File: src/rtl/ssc_pkg.sv
package ssc_pkg;
  localparam int STATE_W = 3;
  localparam int LOOP_LEN = 5;
  typedef logic [STATE_W-1:0] code_t;

  localparam code_t CODE_S0 = 3'b000;
  localparam code_t CODE_S1 = 3'b010;
  localparam code_t CODE_S2 = 3'b011;
  localparam code_t CODE_S3 = 3'b101;
  localparam code_t CODE_S4 = 3'b110;

  localparam int BIT_C = 2;
  localparam int BIT_B = 1;
  localparam int BIT_A = 0;
endpackage

File: src/rtl/ssc_next.sv
module ssc_next
  import ssc_pkg::*;
#(
  parameter int NS_STYLE = 0
) (
  input  code_t cur_i,
  output code_t nxt_o
);
  generate
    if (NS_STYLE == 0) begin : g_eqn
      logic c_b, b_b, a_b;
      assign c_b = cur_i[BIT_C];
      assign b_b = cur_i[BIT_B];
      assign a_b = cur_i[BIT_A];
      always_comb begin
        nxt_o        = '0;
        nxt_o[BIT_C] = a_b;
        nxt_o[BIT_B] = ~b_b | (~a_b & ~c_b);
        nxt_o[BIT_A] = b_b & ~c_b;
      end
    end else begin : g_table
      always_comb begin
        unique case (cur_i)
          3'b000:  nxt_o = 3'b010;
          3'b001:  nxt_o = 3'b110;
          3'b010:  nxt_o = 3'b011;
          3'b011:  nxt_o = 3'b101;
          3'b100:  nxt_o = 3'b010;
          3'b101:  nxt_o = 3'b110;
          3'b110:  nxt_o = 3'b000;
          default: nxt_o = 3'b100;
        endcase
      end
    end
  endgenerate
endmodule

File: src/rtl/ssc_flag.sv
module ssc_flag
  import ssc_pkg::*;
(
  input  code_t cur_i,
  output logic  bad_o
);
  always_comb begin
    unique case (cur_i)
      CODE_S0, CODE_S1, CODE_S2, CODE_S3, CODE_S4: bad_o = 1'b0;
      default:                                     bad_o = 1'b1;
    endcase
  end
endmodule

File: src/rtl/ssc_reg.sv
module ssc_reg
  import ssc_pkg::*;
#(
  parameter code_t RST_CODE = CODE_S0
) (
  input  logic  clk,
  input  logic  rst_n,
  input  logic  en,
  input  code_t nxt_i,
  output code_t q_o
);
  code_t d_w;

  always_comb begin
    if (!rst_n)  d_w = RST_CODE;
    else if (en) d_w = nxt_i;
    else         d_w = q_o;
  end

  always_ff @(posedge clk) begin
    q_o <= d_w;
  end
endmodule

File: src/rtl/ssc_top.sv
module ssc_top
  import ssc_pkg::*;
#(
  parameter logic [2:0] RST_CODE = 3'b000,
  parameter int         NS_STYLE = 0
) (
  input  logic       clk,
  input  logic       rst_n,
  input  logic       en,
  output logic [2:0] state_o,
  output logic       bad_o
);
  code_t cur_w, nxt_w;

  ssc_next #(.NS_STYLE(NS_STYLE)) u_next (.cur_i(cur_w), .nxt_o(nxt_w));
  ssc_reg  #(.RST_CODE(RST_CODE)) u_reg  (.clk(clk), .rst_n(rst_n), .en(en),
                                          .nxt_i(nxt_w), .q_o(cur_w));
  ssc_flag u_flag (.cur_i(cur_w), .bad_o(bad_o));

  assign state_o = cur_w;
endmodule

File: config.mk
export PLATFORM = sky130hd
export DESIGN_NAME = ssc_top
export DESIGN_NICKNAME = d
export VERILOG_FILES = /design/src/rtl/ssc_pkg.sv /design/src/rtl/ssc_next.sv /design/src/rtl/ssc_flag.sv /design/src/rtl/ssc_reg.sv /design/src/rtl/ssc_top.sv
export SDC_FILE = /design/constraint.sdc
export NUM_CORES = 1
export LEC_CHECK = 0
export BUFFER_PORTS_ARGS = -buffer_cell sky130_fd_sc_hd__buf_2
export CAP_MARGIN = 15
export CORE_AREA = 2 2 39 41
export CTS_CLUSTER_SIZE = 28
export DETAILED_ROUTE_END_ITERATION = 16
export DIE_AREA = 0 0 41 43
export PLACE_DENSITY = 0.35
export SLEW_MARGIN = 40
export SYNTH_ARGS = -nofsm -noshare
export SYNTH_HDL_FRONTEND = slang
export SYNTH_SLANG_ARGS = --single-unit
File: constraint.sdc
create_clock -name clk -period 0.8 [get_ports clk]
set_clock_uncertainty 0.05 [all_clocks]
set_input_delay 0.16 -clock clk [delete_from_list [all_inputs] [get_ports clk]]
set_output_delay 0.16 -clock clk [all_outputs]
set_load 0.005 [all_outputs]
==> results of run 1 <==
## where the power goes
part	internal [uW]	switching [uW]
Combinational	54.9	28.1
Clock	187	78.3
Sequential	158	8.43
## layer usage
| metal | vias to the layer above | track usage, % |
|---|---|---|
| li1 | 84 | - |
| met1 | 69 | 6.090 |
| met2 | 7 | 5.000 |
| met3 | 2 | 7.853 |
| met4 | 0 | 6.000 |
| met5 | - | 0 |
## per-stage QoR
stage	hold WS [ns]	instance area, um2	utilization [%]	std cells
after CTS	0.1123	254.0	18.35	44
after floorplan	0.2380	143.9	-	15
after global placement	0.3611	201.4	14.56	38
after detailed placement	0.3580	201.4	14.56	38
final	0.1190	294.0	21.25	46
after global routing	0.1245	294.0	21.25	46
## critical path, stage by stage (launching register included)
cell and delay [ns]:
dfxtp_2 0.34, xnor2_1 0.12, o21ai_1 0.12, buf_2 0.12
## cells by family (layout without fill, tap and decap cells)
kind of cell    Yosys count  after routing  synth area share, %
xor+xnor                  1              1                6.196
buf+inv                   1             16                5.312
mux                       1              1                7.080
simple gates              4              4                17.70
flops                     3              3                42.48
compound gates            5              5                21.23
## Yosys cell counts
library cell	instances	share of area, %
o21ai_0	1	3.5
nand3_1	1	3.5
xnor2_1	1	6.2
dfxtp_1	3	42
nand2b_1	1	4.4
o21a_1	1	5.3
mux2i_1	1	7.1
a21boi_0	1	5.3
a21oi_1	1	3.5
buf_4	1	5.3
nand3b_1	1	5.3
o21ai_1	1	3.5
nor2b_1	1	4.4
## layout make-up
| cell class | count | area, um2 | area share (%) |
|---|---|---|---|
| repair buffers | 12 | 96.34 | 32.77 |
| multi-input cells | 11 | 85.08 | 28.94 |
| flip-flops and latches | 3 | 66.31 | 22.55 |
| clock buffers | 4 | 26.28 | 8.936 |
| well taps | 16 | 20.02 | 6.809 |
## what timing repair did
action                                  CTS  global route
hold buffers                              0             0
resized for setup                         4             6
endpoints found under the setup margin    6             7
buffers inserted                          2             2
pin swaps                                 1             3
## worst max-delay path by stage
stage | depth (start not counted) | startpoint | end
4_1_cts | 3 | u_reg.q_o[2]$_SDFFE_PN0P_ | bad_o
5_1_grt | 3 | u_reg.q_o[2]$_SDFFE_PN0P_ | bad_o
3_3_place_gp | 3 | u_reg.q_o[2]$_SDFFE_PN0P_ | bad_o
3_5_place_dp | 3 | u_reg.q_o[2]$_SDFFE_PN0P_ | bad_o
6_report | 3 | u_reg.q_o[2]$_SDFFE_PN0P_ | bad_o
2_1_floorplan | 2 | u_reg.q_o[2]$_SDFFE_PN0P_ | bad_o
==> results.ini, run 1 <==
[run_status]
status=finished with violations
violations=setup timing

[die]
start_util_pct=10.22
row_count=14
dieArea_um2=1763
die_w_um=41
core_um2=1384
die_y_um=43
ios=7

[detailed_routing]
top_layer_used=met4
finalWirelength_um=389
wl_per_cell_um=8.457
viasPerCell=3.522
wl_met2_um=162
drc=0
dr.pass1.iters=3
wl_met3_um=41
m1WireLength_um=179
drtIter0Drc=3
ant_nets=0
vias=162

[synthesis]
yosysSeqAreaShare_pct=42.48
synth_nets=18
ys_seq_elements=3
synth.avg_cell_area_um2=9.426
yosysWarnings=0
netlist_area_um2=141.4
synth.distinct_cells=13
synth_cells=15

[global_routing]
grt_pass1_wl_um=565
grt_pass1_vias=136
grt_antenna_before_repair=0
grt_max_degree=7
grt.total_usage_pct=5.918
gr-total-overflow=0

[power]
power_density_nw_per_um2=1750
ir_worst_vdd_uv=654.3
fin_total_pwr_uw=514.6
p_leak_uw=0.0001312

[cells_and_area]
top_register=u_reg.q_o
reg_top3=u_reg.q_o: 3 flops
drive_above_1_share_pct=66.67
final_cell_mix=buf_2, buf_6, clkbuf_4
largest_register_ffs=3
n_antenna_cell=0
final_nets=34
fillCellCount=159
synthToLayoutAreaGrowth_pct=108.0

[clock_tree]
cts_tree=done
clock_path_buffers=2
clk_latency_ns=0.23
cts.sinks=3
root_buffer=clkbuf_4
htreeDepth=1
cts_made_buffers=3
path_clk_slew_ns=0.04

[worst_setup_path]
crit_fanout=6
r2r_start=u_reg.q_o[0]$_SDFFE_PN0P_
r2r_slack_ns=-0.28
critPathLaunchType=register
worstSetupEndpointType=output port
cp.arrival_ns=0.93
cp.required_ns=0.59
crit_type=reg -> out
timing.rr.end=u_reg.q_o[1]$_SDFFE_PN0P_
r2r_cells=5

[timing]
slew_viol_final=0
setup_ws_ns=-0.3441
grt_setup_unrepaired=true
worstMarginPinSlew_ns=0.1282
setup_tns_ns=-1.400
final_hold_viol_count=0
setup_violations=7
timing.fmax_mhz=874.1
period_share_pct=143.0
max-slew-margin-rel_pct=91.21
fin_crit_ns=1.144

[min_path]
whs_path_depth=2
hold_path_end=u_reg.q_o[2]$_SDFFE_PN0P_
hold_path_startpoint=rst_n
hp-class=in -> reg

[placed_design]
place_congestion=0.5206
io_buffer_count=6
pre_cts_slack_ns=-0.09745

[job]
drv_cap=0

Power figures use the tool's default switching activity.
==> run 2: changes to the inputs <==
REMOVE_ABC_BUFFERS = 1   (was not set)
==> run 2 against run 1 <==
Effect of this change: cell count increased by 2.2%; global-route usage down 0.90 points; critical endpoint unchanged; hold slack improved by 0.023 ns; clock power is 3% lower; combinational power up 14%; fmax up 2.4%; design area rose by 3.8%; setup slack gained 0.027 ns; utilization rose by 0.81 points; register-to-register slack worse by 0.02 ns; the flow still finishes with violations (setup timing); non-clock buffer count grew 1.
==> results.ini, run 2 (same netlist as run 1, synthesis figures left out) <==
[worst_setup_path]
cp.arrival_ns=0.91
critPathLaunchType=register
timing.rr.end=u_reg.q_o[1]$_SDFFE_PN0P_
cp.required_ns=0.59
critical_path.max_stage_delay_ns=0.33
r2r_start=u_reg.q_o[0]$_SDFFE_PN0P_
path_cells=xnor2_1, o21ai_1, buf_2
r2r_cells=5
worstSetupEndpointType=output port
crit_type=reg -> out
r2r_slack_ns=-0.30
slowest_stage=dfxtp_2
crit_fanout=4

[placed_design]
io_buffer_count=6
dpl_cell_area_um2=198.9
place_congestion=0.5505

[timing]
final_hold_viol_count=0
fin_crit_ns=1.117
period_share_pct=139.6
slew_viol_final=0
max-slew-margin-rel_pct=86.64
grt_setup_unrepaired=true
worstMarginPinSlew_ns=0.1983
setup_tns_ns=-1.700
setup_ws_ns=-0.3167
setup_violations=7
timing.fmax_mhz=895.5

[cells_and_area]
utilization_pct=22.06
n_antenna_cell=0
stdcell_area_um2=305.3
top_register=u_reg.q_o
final_nets=35
synthToLayoutAreaGrowth_pct=115.9
mostFrequentLayoutCell=buf_6
reg_top3=u_reg.q_o: 3 flops
final_cell_mix=buf_6, buf_2, buf_4
largest_register_ffs=3
drive_above_1_share_pct=70.97

[detailed_routing]
drtIter0Drc=1
dr.pass1.iters=2
wl_per_cell_um=9.255
vias=163
finalWirelength_um=435
drc=0
ant_nets=0
viasPerCell=3.468

[clock_tree]
cts_tree=done
htreeDepth=1
cts_made_buffers=3
path_clk_slew_ns=0.03
cts.sinks=3
clock_path_buffers=2
root_buffer=clkbuf_4
clk_latency_ns=0.23

[die]
dieArea_um2=1763
ios=7
start_util_pct=10.22
row_count=14
die_w_um=41
core_um2=1384
die_y_um=43

[min_path]
hp-class=in -> reg
hold_path_end=u_reg.q_o[2]$_SDFFE_PN0P_
hold_path_startpoint=rst_n
whs_path_depth=2

[power]
fin_total_pwr_uw=521.3
ir_worst_vdd_uv=545.4
power_density_nw_per_um2=1708
p_leak_uw=0.0001369

[run_status]
status=finished with violations
violations=setup timing

[global_routing]
gr-total-overflow=0
grt_antenna_before_repair=0
grt_pass1_wl_um=558
grt_max_degree=6
grt.total_usage_pct=5.015
grt_pass1_vias=157

[job]
drv_cap=0

==> run 2: how the worst max path moves through the flow <==
stage,slack [ns],from,end,cells past startpoint
floorplan,-0.03,u_reg.q_o[2]$_SDFFE_PN0P_,bad_o,2
global placement,-0.13,u_reg.q_o[2]$_SDFFE_PN0P_,u_reg.q_o[0]$_SDFFE_PN0P_,3
detailed placement,-0.11,u_reg.q_o[2]$_SDFFE_PN0P_,bad_o,3
CTS,-0.33,u_reg.q_o[2]$_SDFFE_PN0P_,bad_o,3
global route,-0.38,u_reg.q_o[2]$_SDFFE_PN0P_,bad_o,3
finish,-0.32,u_reg.q_o[2]$_SDFFE_PN0P_,bad_o,3
==> run 2: through the flow <==
| step | hold slack [ns] | cells | setup WS (ns) |
|---|---|---|---|
| 2_1_floorplan | 0.2382 | 14 | -0.02833 |
| 3_3_place_gp | 0.3797 | 38 | -0.1281 |
| 3_5_place_dp | 0.3758 | 38 | -0.1053 |
| 4_1_cts | 0.1313 | 45 | -0.3335 |
| 5_1_grt | 0.1655 | 47 | -0.3752 |
| 6_report | 0.1417 | 47 | -0.3167 |
==> run 2: where the power goes <==
group	total, uW	internal, uW	switching, uW
Sequential	169	160	8.65
Combinational	95.0	62.0	33.0
Clock	258	186	71.2
==> run 2: critical path, delay by kind of cell (launching register included) <==
family / cells / cell delay, ns
AO/OA/AOI/OAI: 1 / 0.11
XOR/XNOR: 1 / 0.12
buffers and inverters: 1 / 0.12
flip-flops: 1 / 0.33
==> run 2: what timing repair did <==
item                                    4_1_cts  5_1_grt
gates resized for setup                       8        4
endpoints found under the setup margin        7        7
buffers inserted                              3        2
hold buffers                                  0        0
pin swaps                                     3        2
==> run 2: per-layer routing <==
metal / vias to the layer above / share of wire, % / global-route usage (%)
li1: 84 / - / -
met1: 72 / 42 / 6.090
met2: 7 / 44 / 5.938
met3: 0 / 13 / 3.141
met4: 0 / 0 / 4.000
met5: - / 0 / 0
==> run 2: layout make-up <==
| class | instances | area [um2] |
|---|---|---|
| clock buffers | 4 | 26.28 |
| multi-input cells | 11 | 88.84 |
| fillers | 155 | 1079 |
| repair buffers | 13 | 106.4 |
| flip-flops and latches | 3 | 63.81 |
| well taps | 16 | 20.02 |
==> run 3: changes to the inputs <==
CORE_AREA = 5 5 42 44   (was 2 2 39 41)
DIE_AREA = 0 0 47 49   (was 0 0 41 43)
clock period = 1.25 ns   (was 0.8 ns; I/O delays follow)
==> run 3 against run 2 <==
Effect of this change: the run now ends clean; routed wire length down 26%; largest cell class is now multi-input combinational cells; sequential share of layout area increased by 8.9 points; sequential power fell by 35%; utilization down 6.8 points; design area shrank 30%; via count down 9.8%; total power shrank 42%; flip-flop and latch count is the same.
==> results.ini, run 3 (same netlist as run 1, synthesis figures left out) <==
[run_status]
status=finished clean

[clock_tree]
cts_resized=3
root_buffer=clkbuf_4
cts.sinks=3
cts_made_buffers=3
htreeDepth=1
path_clk_slew_ns=0.03
ctsHoldBuffers=0
clk_latency_ns=0.23
clock_path_buffers=2
post_cts_buffers=0
cts_tree=done

[detailed_routing]
viasPerCell=3.675
drc=0
wl_per_cell_um=8.075
drtIter0Drc=4
ant_nets=0
finalWirelength_um=323
dr.pass1.iters=3
vias=147

[timing]
max-slew-margin-rel_pct=91.77
period_share_pct=98.26
setup_violations=0
final_hold_viol_count=0
setup_tns_ns=0
fin_crit_ns=1.228
timing.fmax_mhz=814.2
slew_viol_final=0
worstMarginPinSlew_ns=0.1200
grt_setup_unrepaired=true

[job]
drv_cap=0

[cells_and_area]
n_antenna_cell=0
largest_register_ffs=3
drive_above_1_share_pct=50.00
synthToLayoutAreaGrowth_pct=51.33
fillCellCount=169
mostFrequentLayoutCell=buf_2
top_register=u_reg.q_o
final_nets=28
final_cell_mix=buf_2, clkbuf_4, dfxtp_2
stdcell_area_um2=214.0
reg_top3=u_reg.q_o: 3 flops

[power]
p_switching_uw=67.21
power_frac_seq_pct=36.2
fin_total_pwr_uw=303.6
ir_worst_vdd_uv=472.8
p_comb_share_pct=8.0
power_density_nw_per_um2=1419
power.share.switching_pct=22.14
p_int_uw=236.4
clock_power_share_pct=55.9
p_leak_uw=0.00008914

[worst_setup_path]
crit_family=flip-flops
critPathBufInv=1
crit_type=reg -> out
r2r_start=u_reg.q_o[2]$_SDFFE_PN0P_
crit_fanout=6
path_cells=xnor2_1, o21ai_1, buf_2
timing.rr.end=u_reg.q_o[1]$_SDFFE_PN0P_
r2r_slack_ns=0.48
r2r_cells=2
crit_cells=3
cp.required_ns=0.95
startpoint=u_reg.q_o[2]$_SDFFE_PN0P_
critical_path.max_stage_delay_ns=0.34
worstSetupEndpointType=output port
slowest_stage=dfxtp_2
critPathLaunchType=register
critPathCapture=bad_o
cp.arrival_ns=0.93

[die]
core_um2=1401
row_count=14
die_w_um=47
start_util_pct=10.09
ios=7
dieArea_um2=2303
die_y_um=49

[global_routing]
grt_pass1_vias=173
gr-total-overflow=0
grt_max_degree=7
grt_pass1_wl_um=676
grt_antenna_before_repair=0
grt.total_usage_pct=4.785

[placed_design]
io_buffer_count=6
place_congestion=0.6483
dpl_cell_area_um2=183.9

[min_path]
hp-class=in -> reg

## run 3: cell types whose count changed in the layout (fill, tap and decap cells not counted), sizes merged
| cell | change |
|---|---|
| buf | -7 |
## run 3: through the flow
step | hold slack [ns] | std cells | utilization (%) | setup WS [ns]
floorplan | 0.3282 | 14 | - | 0.3317
global placement | 0.4420 | 36 | 13.13 | 0.1918
detailed placement | 0.4476 | 36 | 13.13 | 0.2035
CTS | 0.2074 | 40 | 15.27 | 0.003044
global route | 0.2459 | 40 | 15.27 | -0.07523
finish | 0.2107 | 40 | 15.27 | 0.02173
## run 3: worst min-delay path by stage
stage	slack [ns]	depth (start not counted)	from	to
final	0.21	2	rst_n	u_reg.q_o[2]$_SDFFE_PN0P_
after floorplan	0.33	1	rst_n	u_reg.q_o[2]$_SDFFE_PN0P_
after CTS	0.21	2	rst_n	u_reg.q_o[2]$_SDFFE_PN0P_
after global placement	0.44	2	rst_n	u_reg.q_o[2]$_SDFFE_PN0P_
after detailed placement	0.45	2	rst_n	u_reg.q_o[2]$_SDFFE_PN0P_
after global routing	0.25	2	rst_n	u_reg.q_o[2]$_SDFFE_PN0P_
## run 3: final cells by class
type                       instances  area (um2)  area share, %
multi-input combinational         11       73.82          34.50
timing repair buffer               6       30.03          14.04
tap                               16       20.02          9.357
sequential                         3       63.81          29.82
clock buffer                       4       26.28          12.28
## run 3: routing by layer
layer	share of wire (%)	up-vias	GRT usage (%)	wire [um]
li1	-	73	-	-
met1	48	61	5.263	155
met2	33	9	4.525	106
met3	11	4	3.321	34
met4	8.0	0	6.912	26
met5	0	-	0	0
## run 3: power groups by stage
stage	sequential, uW	clock (uW)	combinational (uW)
after CTS	110	177	24.8
final	110	170	24.1
after floorplan	109	0	11.2
after global placement	110	0	24.3
after global routing	112	183	28.6
after detailed placement	110	0	24.6
